===== src/rtl/gp_timer_pkg.sv =====
package gp_timer_pkg;

    localparam int DATA_W   = 16;
    localparam int CODE_W   = 4;
    localparam int PSC_MAX  = 8;
    localparam int PSC_W    = PSC_MAX;
    localparam int WIN_SH   = 7;

    localparam logic [WIN_SH-1:0] OFF_CTRL  = 7'h00;
    localparam logic [WIN_SH-1:0] OFF_STAT  = 7'h04;
    localparam logic [WIN_SH-1:0] OFF_LOAD  = 7'h08;
    localparam logic [WIN_SH-1:0] OFF_COUNT = 7'h0C;

    localparam int BIT_IE   = 8;
    localparam int BIT_RUN  = 5;
    localparam int BIT_ONE  = 4;

    typedef struct packed {
        logic              irq_en;
        logic              run;
        logic              one_shot;
        logic [CODE_W-1:0] code;
    } chan_ctrl_t;

    function automatic chan_ctrl_t ctrl_from_word(input logic [DATA_W-1:0] w);
        chan_ctrl_t c;
        c.irq_en   = w[BIT_IE];
        c.run      = w[BIT_RUN];
        c.one_shot = w[BIT_ONE];
        c.code     = w[CODE_W-1:0];
        return c;
    endfunction

    function automatic logic [DATA_W-1:0] ctrl_to_word(input chan_ctrl_t c);
        logic [DATA_W-1:0] w;
        w             = '0;
        w[BIT_IE]     = c.irq_en;
        w[BIT_RUN]    = c.run;
        w[BIT_ONE]    = c.one_shot;
        w[CODE_W-1:0] = c.code;
        return w;
    endfunction

    function automatic logic [PSC_W-1:0] psc_mask(input logic [CODE_W-1:0] code);
        if (int'(code) >= PSC_MAX) begin
            return '1;
        end
        return PSC_W'((1 << code) - 1);
    endfunction

endpackage


===== src/rtl/gp_timer_prescaler.sv =====
module gp_timer_prescaler
    import gp_timer_pkg::*;
(
    input  logic              clk,
    input  logic              rst,
    input  logic              run,
    input  logic              restart,
    input  logic [CODE_W-1:0] code,
    output logic              tick
);

    logic [PSC_W-1:0] div_q;
    logic [PSC_W-1:0] mask;

    assign mask = psc_mask(code);
    assign tick = run && !restart && ((div_q & mask) == mask);

    always_ff @(posedge clk) begin
        if (rst || !run || restart) begin
            div_q <= '0;
        end else begin
            div_q <= div_q + 1'b1;
        end
    end

endmodule


===== src/rtl/gp_timer_channel.sv =====
module gp_timer_channel
    import gp_timer_pkg::*;
(
    input  logic              clk,
    input  logic              rst,
    input  logic              ctrl_we,
    input  chan_ctrl_t        ctrl_in,
    input  logic              clr_we,
    input  logic              load_we,
    input  logic [DATA_W-1:0] load_in,
    output chan_ctrl_t        ctrl_q,
    output logic              flag_q,
    output logic [DATA_W-1:0] load_q,
    output logic [DATA_W-1:0] count_q,
    output logic              irq
);

    logic              tick;
    logic              hit;
    logic [DATA_W-1:0] count_nxt;

    gp_timer_prescaler u_psc (
        .clk     (clk),
        .rst     (rst),
        .run     (ctrl_q.run),
        .restart (load_we),
        .code    (ctrl_q.code),
        .tick    (tick)
    );

    assign count_nxt = count_q + 1'b1;
    assign hit       = tick && (count_nxt == load_q);
    assign irq       = flag_q && ctrl_q.irq_en;

    always_ff @(posedge clk) begin
        if (rst) begin
            ctrl_q <= '0;
        end else if (ctrl_we) begin
            ctrl_q <= ctrl_in;
        end else if (hit && ctrl_q.one_shot) begin
            ctrl_q.run <= 1'b0;
        end
    end

    always_ff @(posedge clk) begin
        if (rst) begin
            load_q <= '0;
        end else if (load_we) begin
            load_q <= load_in;
        end
    end

    always_ff @(posedge clk) begin
        if (rst) begin
            count_q <= '0;
        end else if (load_we) begin
            count_q <= '0;
        end else if (hit) begin
            count_q <= ctrl_q.one_shot ? load_q : '0;
        end else if (tick) begin
            count_q <= count_nxt;
        end
    end

    always_ff @(posedge clk) begin
        if (rst) begin
            flag_q <= 1'b0;
        end else if (hit) begin
            flag_q <= 1'b1;
        end else if (clr_we) begin
            flag_q <= 1'b0;
        end
    end

    AST_TICK_STEP: assert property (@(posedge clk) disable iff (rst)
        (tick && !hit) |=> (count_q == $past(count_q) + 1'b1));

    AST_RELOAD_WRAP: assert property (@(posedge clk) disable iff (rst)
        (hit && !ctrl_q.one_shot) |=> (count_q == '0 && flag_q));

    AST_ONESHOT_HALT: assert property (@(posedge clk) disable iff (rst)
        (hit && ctrl_q.one_shot && !ctrl_we) |=> (!ctrl_q.run && count_q == load_q));

    AST_FLAG_STICKY: assert property (@(posedge clk) disable iff (rst)
        (flag_q && !clr_we) |=> flag_q);

    AST_COUNT_FROZEN: assert property (@(posedge clk) disable iff (rst)
        (!ctrl_q.run && !load_we) |=> $stable(count_q));

    AST_LOAD_RESTART: assert property (@(posedge clk) disable iff (rst)
        load_we |=> (count_q == '0));

endmodule


===== src/rtl/gp_timer.sv =====
module gp_timer
    import gp_timer_pkg::*;
#(
    parameter int NUM_CH = 2,
    parameter int ADDR_W = 10
) (
    input  logic              clk,
    input  logic              rst,
    input  logic              bus_sel,
    input  logic              bus_wr,
    input  logic [ADDR_W-1:0] bus_addr,
    input  logic [DATA_W-1:0] bus_wdata,
    output logic [DATA_W-1:0] bus_rdata,
    output logic [NUM_CH-1:0] irq
);

    localparam int IDX_W = ADDR_W - WIN_SH;

    logic [IDX_W-1:0]  win_idx;
    logic [WIN_SH-1:0] win_off;
    logic              wr_req;
    logic              rd_req;

    chan_ctrl_t        ch_ctrl  [NUM_CH];
    logic              ch_flag  [NUM_CH];
    logic [DATA_W-1:0] ch_load  [NUM_CH];
    logic [DATA_W-1:0] ch_count [NUM_CH];

    assign win_idx = bus_addr[ADDR_W-1:WIN_SH];
    assign win_off = bus_addr[WIN_SH-1:0];
    assign wr_req  = bus_sel && bus_wr;
    assign rd_req  = bus_sel && !bus_wr;

    for (genvar x = 0; x < NUM_CH; x++) begin : g_ch
        logic win_hit;
        assign win_hit = (win_idx == IDX_W'(x + 1));

        gp_timer_channel u_ch (
            .clk     (clk),
            .rst     (rst),
            .ctrl_we (wr_req && win_hit && win_off == OFF_CTRL),
            .ctrl_in (ctrl_from_word(bus_wdata)),
            .clr_we  (wr_req && win_hit && win_off == OFF_STAT && bus_wdata[0]),
            .load_we (wr_req && win_hit && win_off == OFF_LOAD),
            .load_in (bus_wdata),
            .ctrl_q  (ch_ctrl[x]),
            .flag_q  (ch_flag[x]),
            .load_q  (ch_load[x]),
            .count_q (ch_count[x]),
            .irq     (irq[x])
        );
    end

    always_comb begin
        bus_rdata = '0;
        for (int x = 0; x < NUM_CH; x++) begin
            if (rd_req && win_idx == IDX_W'(x + 1)) begin
                case (win_off)
                    OFF_CTRL:  bus_rdata = ctrl_to_word(ch_ctrl[x]);
                    OFF_STAT:  bus_rdata = {{(DATA_W-1){1'b0}}, ch_flag[x]};
                    OFF_LOAD:  bus_rdata = ch_load[x];
                    OFF_COUNT: bus_rdata = ch_count[x];
                    default:   bus_rdata = '0;
                endcase
            end
        end
    end

    AST_IDLE_BUS_ZERO: assert property (@(posedge clk) disable iff (rst)
        !rd_req |-> (bus_rdata == '0));

endmodule


===== config.mk =====
export PLATFORM = sky130hd
export DESIGN_NAME = gp_timer
export DESIGN_NICKNAME = d
export VERILOG_FILES = /design/src/rtl/gp_timer_pkg.sv /design/src/rtl/gp_timer_prescaler.sv /design/src/rtl/gp_timer_channel.sv /design/src/rtl/gp_timer.sv
export SDC_FILE = /design/constraint.sdc
export NUM_CORES = 1
export LEC_CHECK = 0
export ABC_CLOCK_PERIOD_IN_PS = 3600
export BUFFER_PORTS_ARGS = -buffer_cell sky130_fd_sc_hd__buf_2
export CELL_PAD_IN_SITES_DETAIL_PLACEMENT = 1
export CELL_PAD_IN_SITES_GLOBAL_PLACEMENT = 1
export CORE_UTILIZATION = 41
export DETAILED_ROUTE_END_ITERATION = 10
export MAX_ROUTING_LAYER = met4
export PLACE_DENSITY = 0.76
export SYNTH_ARGS = -nofsm -noshare
export SYNTH_HDL_FRONTEND = slang
export SYNTH_SLANG_ARGS = --single-unit
export TNS_END_PERCENT = 20

===== constraint.sdc =====
create_clock -name clk -period 3.6 [get_ports clk]
set_clock_uncertainty 0.2 [all_clocks]
set_input_delay 0.36 -clock clk [delete_from_list [all_inputs] [get_ports clk]]
set_output_delay 0.36 -clock clk [all_outputs]
set_load 0.01 [all_outputs]

==> impl_results.html, run 1 <==
<table>
<tr><th>Metric</th><th>Value</th></tr>
<tr><th colspan="2">Status</th></tr>
<tr><td>Result of the run</td><td>complete, no violations</td></tr>
<tr><th colspan="2">Yosys</th></tr>
<tr><td>Async set-reset flop share out of synthesis</td><td>0%</td></tr>
<tr><td>Sequential share of the synthesized area</td><td>28.98%</td></tr>
<tr><td>Synthesized area per cell</td><td>7.802 µm²</td></tr>
<tr><td>Yosys synthesis warning count</td><td>0</td></tr>
<tr><td>Dominant register cell in the synthesized netlist</td><td>dfxtp_1</td></tr>
<tr><td>Distinct cells, synth</td><td>74</td></tr>
<tr><td>Register bit total from synthesis</td><td>96</td></tr>
<tr><td>Net count of the mapped netlist</td><td>886</td></tr>
<tr><td>Cell area after technology mapping</td><td>6631 µm²</td></tr>
<tr><td>Count of flip-flops with a built-in enable after synthesis</td><td>0</td></tr>
<tr><td>Count of mapped cells out of synthesis</td><td>850</td></tr>
<tr><th colspan="2">Floorplanning</th></tr>
<tr><td>Number of top-level pins</td><td>48</td></tr>
<tr><td>Horizontal die dimension</td><td>129.2 µm</td></tr>
<tr><td>Height of the die</td><td>129.2 µm</td></tr>
<tr><td>Initial core utilization</td><td>41.90%</td></tr>
<tr><td>Number of core rows</td><td>46</td></tr>
<tr><td>Area of the core region</td><td>15830 µm²</td></tr>
<tr><td>Overall die area</td><td>16690 µm²</td></tr>
<tr><th colspan="2">STA</th></tr>
<tr><td>Number of failing hold endpoints at the final stage</td><td>0</td></tr>
<tr><td>Share of the clock period used by the worst path after layout</td><td>98.39%</td></tr>
<tr><td>Slack of the critical path</td><td>0.05808 ns</td></tr>
<tr><td>Final setup TNS</td><td>0 ns</td></tr>
<tr><td>RSZ-0062 raised after global routing</td><td>true</td></tr>
<tr><td>Relative slew margins</td><td>49.08%</td></tr>
<tr><td>Time the final worst path needs with I/O delays and setup</td><td>3.542 ns</td></tr>
<tr><td>Transition at the pin with the smallest max-transition slack</td><td>0.7609 ns</td></tr>
<tr><td>Max-slew violations</td><td>0</td></tr>
<tr><td>Achievable clock frequency</td><td>282.3 MHz</td></tr>
<tr><td># setup viols final</td><td>0</td></tr>
<tr><td>Hold WS</td><td>0.05009 ns</td></tr>
<tr><th colspan="2">CTS</th></tr>
<tr><td>Max clock buf depth</td><td>2</td></tr>
<tr><td>Clk pin slew, worst setup/hold paths</td><td>0.07 ns</td></tr>
<tr><td># H-tree levels</td><td>3</td></tr>
<tr><td>Hold_buf cts</td><td>0</td></tr>
<tr><td>Post CTS Setup Buffer Count</td><td>0</td></tr>
<tr><td>Cts bufs inserted</td><td>9</td></tr>
<tr><td>Number of sinks handled by clock tree synthesis</td><td>96</td></tr>
<tr><td>Clock latency on the worst-skew pair</td><td>0.36 ns</td></tr>
<tr><td>Clock tree from TritonCTS</td><td>built</td></tr>
<tr><td>CTS root buffer</td><td>clkbuf_16</td></tr>
<tr><th colspan="2">Cells and area</th></tr>
<tr><td>Layout cells sized above 1</td><td>16.20%</td></tr>
<tr><td>Commonest cells after routing, fill and taps aside</td><td>dfxtp_1 (96), nor2_1 (87), nand2_1 (76), a21oi_1 (65), buf_4 (55)</td></tr>
<tr><td>Signed area change from the synthesized netlist to the final layout</td><td>14.17%</td></tr>
<tr><td>Post-layout net count</td><td>932</td></tr>
<tr><td>Number of cells in the finished layout apart from fillers</td><td>1118</td></tr>
<tr><td>Non-Filler Cell Area, Final</td><td>7571 µm²</td></tr>
<tr><td>Post-layout utilization of the core</td><td>47.83%</td></tr>
<tr><td>Most common library cell in the layout ignoring fill and taps</td><td>dfxtp_1</td></tr>
<tr><th colspan="2">Route</th></tr>
<tr><td>Number of nets with antenna violations after detailed routing</td><td>0</td></tr>
<tr><td>Highest metal layer with signal wires</td><td>met4</td></tr>
<tr><td>Met1 wire length</td><td>10510 µm</td></tr>
<tr><td>Number of detailed-route iterations in the first pass</td><td>5</td></tr>
<tr><td>Met3 Wirelength</td><td>1224 µm</td></tr>
<tr><td>Violation count after the first detailed-routing iteration</td><td>459</td></tr>
<tr><td>Routed wire per std cell</td><td>20.74 µm</td></tr>
<tr><td>Vias</td><td>6808</td></tr>
<tr><td>Routed wire length</td><td>23180 µm</td></tr>
<tr><td>Length of routed met2 wiring</td><td>10960 µm</td></tr>
<tr><td>Total DRC errors in the routed layout</td><td>0</td></tr>
<tr><td>Routed via count divided by cell count</td><td>6.089</td></tr>
<tr><th colspan="2">GRT</th></tr>
<tr><td>Pin count of the biggest net entering global routing</td><td>38</td></tr>
<tr><td>Via count of the first global-routing pass</td><td>7001</td></tr>
<tr><td>Initial antenna violation count</td><td>1</td></tr>
<tr><td>Overall fraction of global-route tracks in use</td><td>29.69%</td></tr>
<tr><td>Total global routing overflow</td><td>0</td></tr>
<tr><td>Wire length of the first global-routing pass</td><td>37290 µm</td></tr>
<tr><th colspan="2">Worst setup path</th></tr>
<tr><td>Maximum net fanout on the critical path</td><td>11</td></tr>
<tr><td>Cell family contributing the most delay on the critical path</td><td>simple AND/OR/NAND/NOR gates</td></tr>
<tr><td>CP startpoint kind</td><td>flop</td></tr>
<tr><td>Worst Path Required</td><td>3.65 ns</td></tr>
<tr><td>CP Buf/Inv Count</td><td>0</td></tr>
<tr><td>Critical-path cell with the highest stage delay</td><td>or4_4</td></tr>
<tr><td>Data arrival time at the worst-slack endpoint</td><td>3.59 ns</td></tr>
<tr><td>Ordered cell list for the critical path</td><td>or4_1 &gt; ha_2 &gt; o21ai_0 &gt; a211oi_1 &gt; o211a_1 &gt; and4_4 &gt; nand4_1 &gt; or4_4 &gt; mux2_2 &gt; a221oi_1</td></tr>
<tr><td>Largest stage delay, worst path</td><td>0.58 ns</td></tr>
<tr><td>CP Capture Type</td><td>flop</td></tr>
<tr><td>Type of the worst setup path</td><td>flop to flop</td></tr>
<tr><td>Register-to-register path setup slack</td><td>0.06 ns</td></tr>
<tr><th colspan="2">Place</th></tr>
<tr><td>Number of port buffers</td><td>47</td></tr>
<tr><td>Pre-CTS setup slack</td><td>-0.04382 ns</td></tr>
<tr><td>DP HPWL</td><td>17380 µm</td></tr>
<tr><td>Placed inst area</td><td>7252 µm²</td></tr>
<tr><td>Number of placed instances with taps included</td><td>1101</td></tr>
<tr><td>Final estimated routing congestion in global placement</td><td>0.9245</td></tr>
<tr><th colspan="2">Power</th></tr>
<tr><td>PnR Total Power</td><td>2.242 mW</td></tr>
<tr><td>Leakage</td><td>2.959 nW</td></tr>
<tr><td>Power per standard cell area</td><td>296.2 nW/µm²</td></tr>
<tr><td>Max IR drop VDD</td><td>0.2534 mV</td></tr>
<tr><th colspan="2">Job</th></tr>
<tr><td>Max-cap violations</td><td>0</td></tr>
<tr><th colspan="2">Worst hold path</th></tr>
<tr><td>Worst Hold Class</td><td>primary input to flop</td></tr>
</table>
==> registers in the layout, indices dropped and copies added (netlist names) <==
register               flops
g_ch.u_ch.u_psc.div_q     16
g_ch.u_ch.count_q         32
g_ch.u_ch.load_q          32
g_ch.u_ch.flag_q           2
g_ch.u_ch.ctrl_q          14
==> worst min-delay path: stages <==
cell and delay, ns:
buf_2 0.11, nand2_1 0.05, a21oi_1 0.05
==> final cells by class <==
cell class	instances	area, µm²
Antenna cell	1	2.502
Clock buffer	9	225.2
Clock inverter	7	71.32
Fill cell	1971	8257
Inverter	19	71.32
Multi-Input combinational cell	668	4360
Sequential cell	96	1922
Tap cell	216	270.3
Timing Repair Buffer	102	648.1
==> power by group <==
| group | switching [mW] | internal (mW) | leakage (nW) |
|---|---|---|---|
| Clock | 0.456 | 0.539 | 0.138 |
| Sequential | 0.0125 | 1.07 | 0.774 |
| Combinational | 0.104 | 0.0628 | 2.05 |
| Total | 0.572 | 1.67 | 2.96 |
==> synth_stat cells, types with 5 or more instances <==
cell	number	share of area, %
nor2_1	87	4.9
o21ai_0	31	2.3
and3_1	14	1.3
a21boi_0	5	0.57
mux2i_1	45	6.8
a32oi_1	7	0.92
a21o_1	10	1.1
nand3b_1	6	0.68
nor3b_1	6	0.68
buf_4	7	0.79
or3_1	7	0.66
nor3_1	21	1.6
nand3_1	40	3.0
nor4_1	10	0.94
o21a_1	5	0.57
xnor2_1	29	3.8
and4_1	5	0.66
a211oi_1	5	0.57
buf_2	16	1.2
dfxtp_1	96	29
a31oi_1	16	1.5
xor2_1	28	3.7
ha_1	6	1.1
nand4_1	11	1.0
or4_1	6	0.68
and2_1	10	0.94
nand2b_1	10	0.94
a22oi_1	17	1.9
nand2_1	76	4.3
inv_1	19	1.1
clkbuf_1	39	2.2
o22ai_1	20	1.9
a21oi_1	65	4.9
==> cell families (layout without fill, tap and decap cells) <==
| logic type | Yosys count | after routing | share of synthesized area (%) |
|---|---|---|---|
| flops | 96 | 96 | 28.98 |
| xor+xnor | 58 | 58 | 7.868 |
| simple gates | 336 | 336 | 26.60 |
| buf+inv | 86 | 137 | 5.679 |
| mux | 52 | 52 | 8.547 |
| other cells | 0 | 1 | 0 |
| fa+ha+maj | 6 | 6 | 1.132 |
| compound gates | 216 | 216 | 21.19 |
==> metal layers <==
layer  vias to the layer above  GRT usage [%]
li1                       3190              -
met1                      3385          37.52
met2                       195          48.29
met3                        38          4.088
met4                         0          10.59
met5                         -              -
==> final timing paths <==
kind / startpoint / to / cells after the start
hold reg to reg: g_ch[1].u_ch.u_psc.div_q[0] / g_ch[1].u_ch.u_psc.div_q[0] / 1
hold / removal: bus_wdata[14] / g_ch[1].u_ch.load_q[14] / 3
setup / recovery: g_ch[1].u_ch.ctrl_q[3] / g_ch[1].u_ch.count_q[4] / 10
setup reg to reg: g_ch[1].u_ch.ctrl_q[3] / g_ch[1].u_ch.count_q[4] / 10
==> timing repair <==
action | 4_1_cts | 5_1_grt
gates resized for setup | 0 | 6
pin swaps | 1 | 0
endpoints found under the setup margin | 3 | 19
No activity file was read; power rests on OpenSTA's default activity.
==> run 2: changes to the inputs <==
--- a/config.mk
+++ b/config.mk
@@ -7,13 +7,15 @@
 export LEC_CHECK = 0
 export ABC_CLOCK_PERIOD_IN_PS = 3600
 export BUFFER_PORTS_ARGS = -buffer_cell sky130_fd_sc_hd__buf_2
+export CAP_MARGIN = 20
 export CELL_PAD_IN_SITES_DETAIL_PLACEMENT = 1
 export CELL_PAD_IN_SITES_GLOBAL_PLACEMENT = 1
-export CORE_UTILIZATION = 41
+export CORE_UTILIZATION = 42
 export DETAILED_ROUTE_END_ITERATION = 10
 export MAX_ROUTING_LAYER = met4
 export PLACE_DENSITY = 0.76
 export SYNTH_ARGS = -nofsm -noshare
 export SYNTH_HDL_FRONTEND = slang
+export SYNTH_HIERARCHICAL = 1
 export SYNTH_SLANG_ARGS = --single-unit
 export TNS_END_PERCENT = 20
==> run 2 against run 1 <==
  * Flip-flop and latch count stayed put
  * Wire length is 6.3% lower
  * Largest cell class unchanged
  * Register-to-register slack better by 0.16 ns
  * Largest power group unchanged
==> impl_results.html, run 2 <==
<table>
<tr><th>Metric</th><th>Value</th></tr>
<tr><th colspan="2">Worst setup path</th></tr>
<tr><td>Ordered cell list for the critical path</td><td>nor2_4 &gt; nand3b_1 &gt; ha_1 &gt; nor2b_2 &gt; a21oi_1 &gt; a2111oi_2 &gt; and4b_1 &gt; inv_2 &gt; nor3_2 &gt; o211ai_1 &gt; nor4b_2 &gt; and4_4 &gt; buf_4 &gt; clkbuf_16 &gt; o21bai_1 &gt; a31oi_1</td></tr>
<tr><td>Register-to-register path setup slack</td><td>0.21 ns (+0.16 ns)</td></tr>
<tr><td>Cell family contributing the most delay on the critical path</td><td>simple AND/OR/NAND/NOR gates</td></tr>
<tr><td>Count of cells along the worst register-to-register path</td><td>16 (+6)</td></tr>
<tr><td>Source of the critical timing path</td><td>g_ch[0].u_ch/ctrl_q[1]</td></tr>
<tr><td>Critical-path cell with the highest stage delay</td><td>dfxtp_2</td></tr>
<tr><td>CP Capture Type</td><td>flop</td></tr>
<tr><td>CP startpoint kind</td><td>flop</td></tr>
<tr><td>CP Buf/Inv Count</td><td>3 (+3)</td></tr>
<tr><td>Worst Path Required</td><td>3.63 ns (-0.02 ns)</td></tr>
<tr><td>Maximum net fanout on the critical path</td><td>15 (+4)</td></tr>
<tr><td>Data arrival time at the worst-slack endpoint</td><td>3.42 ns (-0.17 ns)</td></tr>
<tr><td>FF-to-FF Start</td><td>g_ch[0].u_ch/ctrl_q[1]</td></tr>
<tr><td>Type of the worst setup path</td><td>flop to flop</td></tr>
<tr><td>Largest stage delay, worst path</td><td>0.34 ns (-0.24 ns)</td></tr>
<tr><td>Worst reg2reg endpoint</td><td>g_ch[0].u_ch/count_q[15]</td></tr>
<tr><th colspan="2">Cells and area</th></tr>
<tr><td>Antenna diodes</td><td>0 (-1)</td></tr>
<tr><td>Total area of multi-input combinational cells</td><td>4598 µm² (+5.5%)</td></tr>
<tr><td>Seq. cell area</td><td>1926 µm² (+0.20%)</td></tr>
<tr><td>Signed area change from the synthesized netlist to the final layout</td><td>13.30%</td></tr>
<tr><td>Post-layout net count</td><td>898 (-3.6%)</td></tr>
<tr><td>Leading registers by flop count</td><td>g_ch.u_ch/count_q: 32 flops, g_ch.u_ch/load_q: 32 flops, g_ch.u_ch/u_psc/div_q: 16 flops</td></tr>
<tr><td>Total of fill cells in the finished design</td><td>1949 (-1.1%)</td></tr>
<tr><td>Layout cells sized above 1</td><td>18.69% (+2.5 points)</td></tr>
<tr><td>Most common library cell in the layout ignoring fill and taps</td><td>dfxtp_1</td></tr>
<tr><td>Commonest cells after routing, fill and taps aside</td><td>dfxtp_1 (93), nor2_1 (89), mux2i_1 (77), a21oi_1 (60), buf_2 (47)</td></tr>
<tr><th colspan="2">CTS</th></tr>
<tr><td>CTS root buffer</td><td>clkbuf_16</td></tr>
<tr><td>Cts bufs inserted</td><td>9 (unchanged)</td></tr>
<tr><td>Clk pin slew, worst setup/hold paths</td><td>0.07 ns (about the same)</td></tr>
<tr><td>Clock tree from TritonCTS</td><td>built</td></tr>
<tr><td># H-tree levels</td><td>3 (unchanged)</td></tr>
<tr><td>Hold_buf cts</td><td>0 (unchanged)</td></tr>
<tr><td>Clock latency on the worst-skew pair</td><td>0.36 ns (about the same)</td></tr>
<tr><td>Max clock buf depth</td><td>2 (unchanged)</td></tr>
<tr><td>Number of sinks handled by clock tree synthesis</td><td>96 (unchanged)</td></tr>
<tr><th colspan="2">Worst hold path</th></tr>
<tr><td>Origin of the worst min-delay path</td><td>bus_wdata[14]</td></tr>
<tr><td>Number of stages on the worst hold path</td><td>3 (unchanged)</td></tr>
<tr><td>End point of the most critical hold path</td><td>g_ch[0].u_ch/load_q[14]</td></tr>
<tr><td>Worst Hold Class</td><td>primary input to flop</td></tr>
<tr><th colspan="2">Yosys</th></tr>
<tr><td>Count of mapped cells out of synthesis</td><td>825 (-2.9%)</td></tr>
<tr><td>Synthesized area per cell</td><td>8.334 µm² (+6.8%)</td></tr>
<tr><td>Register bit total from synthesis</td><td>96 (unchanged)</td></tr>
<tr><td>Sequential share of the synthesized area</td><td>27.95% (-1.0 points)</td></tr>
<tr><td>Cell with the most instances after synthesis</td><td>dfxtp_1</td></tr>
<tr><td>Fraction of post-synthesis cell area in the top cell type by area</td><td>27.95% (-1.0 points)</td></tr>
<tr><td>Count of flip-flops with a built-in enable after synthesis</td><td>0 (unchanged)</td></tr>
<tr><td>Yosys synthesis warning count</td><td>6 (+6)</td></tr>
<tr><td>Cell area after technology mapping</td><td>6875 µm² (+3.7%)</td></tr>
<tr><td>Top cell type by total area after synthesis</td><td>dfxtp_1</td></tr>
<tr><td>Distinct cells, synth</td><td>72 (-2.7%)</td></tr>
<tr><td>Area contributors post-synth</td><td>dfxtp_1 (28%), mux2i_1 (11%), nor2_1 (5.1%), a21oi_1 (4.4%), xnor2_1 (3.8%)</td></tr>
<tr><td>Net count of the mapped netlist</td><td>861 (-2.8%)</td></tr>
<tr><td>Dominant register cell in the synthesized netlist</td><td>dfxtp_1</td></tr>
<tr><td>Async set-reset flop share out of synthesis</td><td>0% (unchanged)</td></tr>
<tr><td>Most used standard cells in the synthesized netlist</td><td>dfxtp_1 (96), nor2_1 (93), mux2i_1 (78)</td></tr>
<tr><th colspan="2">Place</th></tr>
<tr><td>Pre-CTS setup slack</td><td>0.05159 ns (+0.09541 ns)</td></tr>
<tr><td>DP HPWL</td><td>15600 µm (-10%)</td></tr>
<tr><td>Final estimated routing congestion in global placement</td><td>0.8933 (-3.4%)</td></tr>
<tr><td>Number of port buffers</td><td>47 (unchanged)</td></tr>
<tr><th colspan="2">STA</th></tr>
<tr><td>Final setup TNS</td><td>0 ns (unchanged)</td></tr>
<tr><td>Share of the clock period used by the worst path after layout</td><td>94.04% (-4.3 points)</td></tr>
<tr><td>Transition at the pin with the smallest max-transition slack</td><td>0.7779 ns (+0.01698 ns)</td></tr>
<tr><td>Relative slew margins</td><td>47.74% (-1.3 points)</td></tr>
<tr><td>Max-slew violations</td><td>0 (unchanged)</td></tr>
<tr><td>Number of failing hold endpoints at the final stage</td><td>0 (unchanged)</td></tr>
<tr><td>Time the final worst path needs with I/O delays and setup</td><td>3.385 ns (-0.1565 ns)</td></tr>
<tr><td>Achievable clock frequency</td><td>295.4 MHz (+4.6%)</td></tr>
<tr><td># setup viols final</td><td>0 (unchanged)</td></tr>
<tr><td>Slack of the critical path</td><td>0.2146 ns (+0.1565 ns)</td></tr>
<tr><th colspan="2">Power</th></tr>
<tr><td>Switching power</td><td>0.5492 mW (-4.0%)</td></tr>
<tr><td>Internal Pwr Total</td><td>1.752 mW (+4.9%)</td></tr>
<tr><td>Combinational cell fraction of total power</td><td>5.8% (-1.6 points)</td></tr>
<tr><td>Share of total power consumed by net switching</td><td>23.87% (-1.6 points)</td></tr>
<tr><td>Power per standard cell area</td><td>295.4 nW/µm² (-0.26%)</td></tr>
<tr><td>Clock network power share</td><td>47.0% (+2.7 points)</td></tr>
<tr><td>Max IR drop VDD</td><td>0.2356 mV (-7.0%)</td></tr>
<tr><td>Leakage</td><td>2.618 nW (-12%)</td></tr>
<tr><td>Sequential share of power</td><td>47.2% (-1.0 points)</td></tr>
<tr><th colspan="2">GRT</th></tr>
<tr><td>Wire length of the first global-routing pass</td><td>34270 µm (-8.1%)</td></tr>
<tr><td>Pin count of the biggest net entering global routing</td><td>35 (-7.9%)</td></tr>
<tr><td>Overall fraction of global-route tracks in use</td><td>26.75% (-2.9 points)</td></tr>
<tr><td>Via count of the first global-routing pass</td><td>6778 (-3.2%)</td></tr>
<tr><td>Total global routing overflow</td><td>0 (unchanged)</td></tr>
<tr><td>Initial antenna violation count</td><td>0 (-1)</td></tr>
<tr><th colspan="2">Route</th></tr>
<tr><td>Number of detailed-route iterations in the first pass</td><td>5 (unchanged)</td></tr>
<tr><td>Routed wire length</td><td>21720 µm (-6.3%)</td></tr>
<tr><td>Number of nets with antenna violations after detailed routing</td><td>0 (unchanged)</td></tr>
<tr><td>Vias</td><td>6541 (-3.9%)</td></tr>
<tr><td>Violation count after the first detailed-routing iteration</td><td>390 (-15%)</td></tr>
<tr><td>Routed wire per std cell</td><td>20.06 µm (-3.3%)</td></tr>
<tr><td>Total DRC errors in the routed layout</td><td>0 (unchanged)</td></tr>
<tr><td>Routed via count divided by cell count</td><td>6.040 (-0.82%)</td></tr>
<tr><th colspan="2">Floorplanning</th></tr>
<tr><td>Number of top-level pins</td><td>48 (unchanged)</td></tr>
<tr><td>Height of the die</td><td>129.9 µm (+0.60%)</td></tr>
<tr><td>Overall die area</td><td>16890 µm² (+1.2%)</td></tr>
<tr><td>Area of the core region</td><td>15940 µm² (+0.73%)</td></tr>
<tr><td>Horizontal die dimension</td><td>129.9 µm (+0.60%)</td></tr>
<tr><td>Initial core utilization</td><td>43.13% (+1.2 points)</td></tr>
<tr><td>Number of core rows</td><td>46 (unchanged)</td></tr>
<tr><th colspan="2">Status</th></tr>
<tr><td>Result of the run</td><td>complete, no violations</td></tr>
<tr><th colspan="2">Job</th></tr>
<tr><td>Max-cap violations</td><td>0 (unchanged)</td></tr>
</table>
[run 2: cell families (layout without fill, tap and decap cells)]
kind of cell / after synthesis / count (layout) / share of synthesized area, %
adder cells (fa/ha/maj): 6 / 6 / 1.092
AO/OA/AOI/OAI: 196 / 196 / 19.62
multiplexers: 82 / 82 / 12.34
XOR/XNOR: 44 / 44 / 5.605
AND/OR/NAND/NOR: 322 / 322 / 27.44
flip-flops: 96 / 96 / 27.95
buffers and inverters: 79 / 121 / 5.951
[run 2: power by group through the flow]
stage	clock, mW	combinational [mW]	sequential, mW
after detailed placement	0	0.133	1.11
after CTS	1.10	0.133	1.09
final	1.08	0.133	1.09
after global placement	0	0.128	1.11
after global routing	1.14	0.144	1.09
after floorplan	0	0.0988	1.10
[run 2: worst max path at each step]
stage | to | slack [ns] | cells past startpoint
3_5_place_dp | g_ch[0].u_ch/count_q[9] | 0.05 | 15
4_1_cts | g_ch[1].u_ch/count_q[9] | 0.04 | 15
6_report | g_ch[0].u_ch/count_q[15] | 0.21 | 16
3_3_place_gp | g_ch[1].u_ch/count_q[9] | 0.22 | 15
2_1_floorplan | g_ch[0].u_ch/count_q[5] | 0.34 | 16
5_1_grt | g_ch[1].u_ch/count_q[9] | -0.01 | 15
[run 2: tightest hold or removal path: cells and delay by family]
family        cells  cell delay, ns
simple gates      1            0.07
buf+inv           1            0.10
mux               1            0.06
[run 2: timing repair]
action | 4_1_cts | 5_1_grt
pin swaps | 3 | 14
gates resized for setup | 2 | 17
cloned | 0 | 2
setup buffers | 2 | 4
endpoints found under the hold margin | 0 | 0
endpoints found under the setup margin | 1 | 33
[run 2: metrics by stage]
stage | cell area [µm²] | hold WS (ns) | utilization, % | power [mW] | instances
after floorplan | 6875 | 0.2297 | - | 1.196 | 825
after global placement | 7305 | 0.2454 | 45.82 | 1.239 | 1059
after detailed placement | 7305 | 0.2585 | 45.82 | 1.244 | 1059
after CTS | 7655 | 0.06506 | 48.01 | 2.318 | 1077
after global routing | 7790 | 0.07454 | 48.86 | 2.371 | 1083
final | 7790 | 0.07201 | 48.86 | 2.301 | 1083
[run 2: area by class of cell]
type                    instances  share of cell area, %
multi-input cells             650                  59.03
flip-flops and latches         96                  24.72
repair buffers                 89                  7.774
well taps                     216                  3.469
clock buffers                  10                  3.068
clock inverters                 6                  1.173
inverters                      16                 0.7710
[run 2: layer usage]
layer  up-vias  global-route usage, %  share of wire, %
met1      3297                  30.58                44
met5         -                      -                 0
met3        42                  2.829               1.9
li1       3110                      -                 -
met2        92                  47.03                52
met4         0                  12.18               2.6
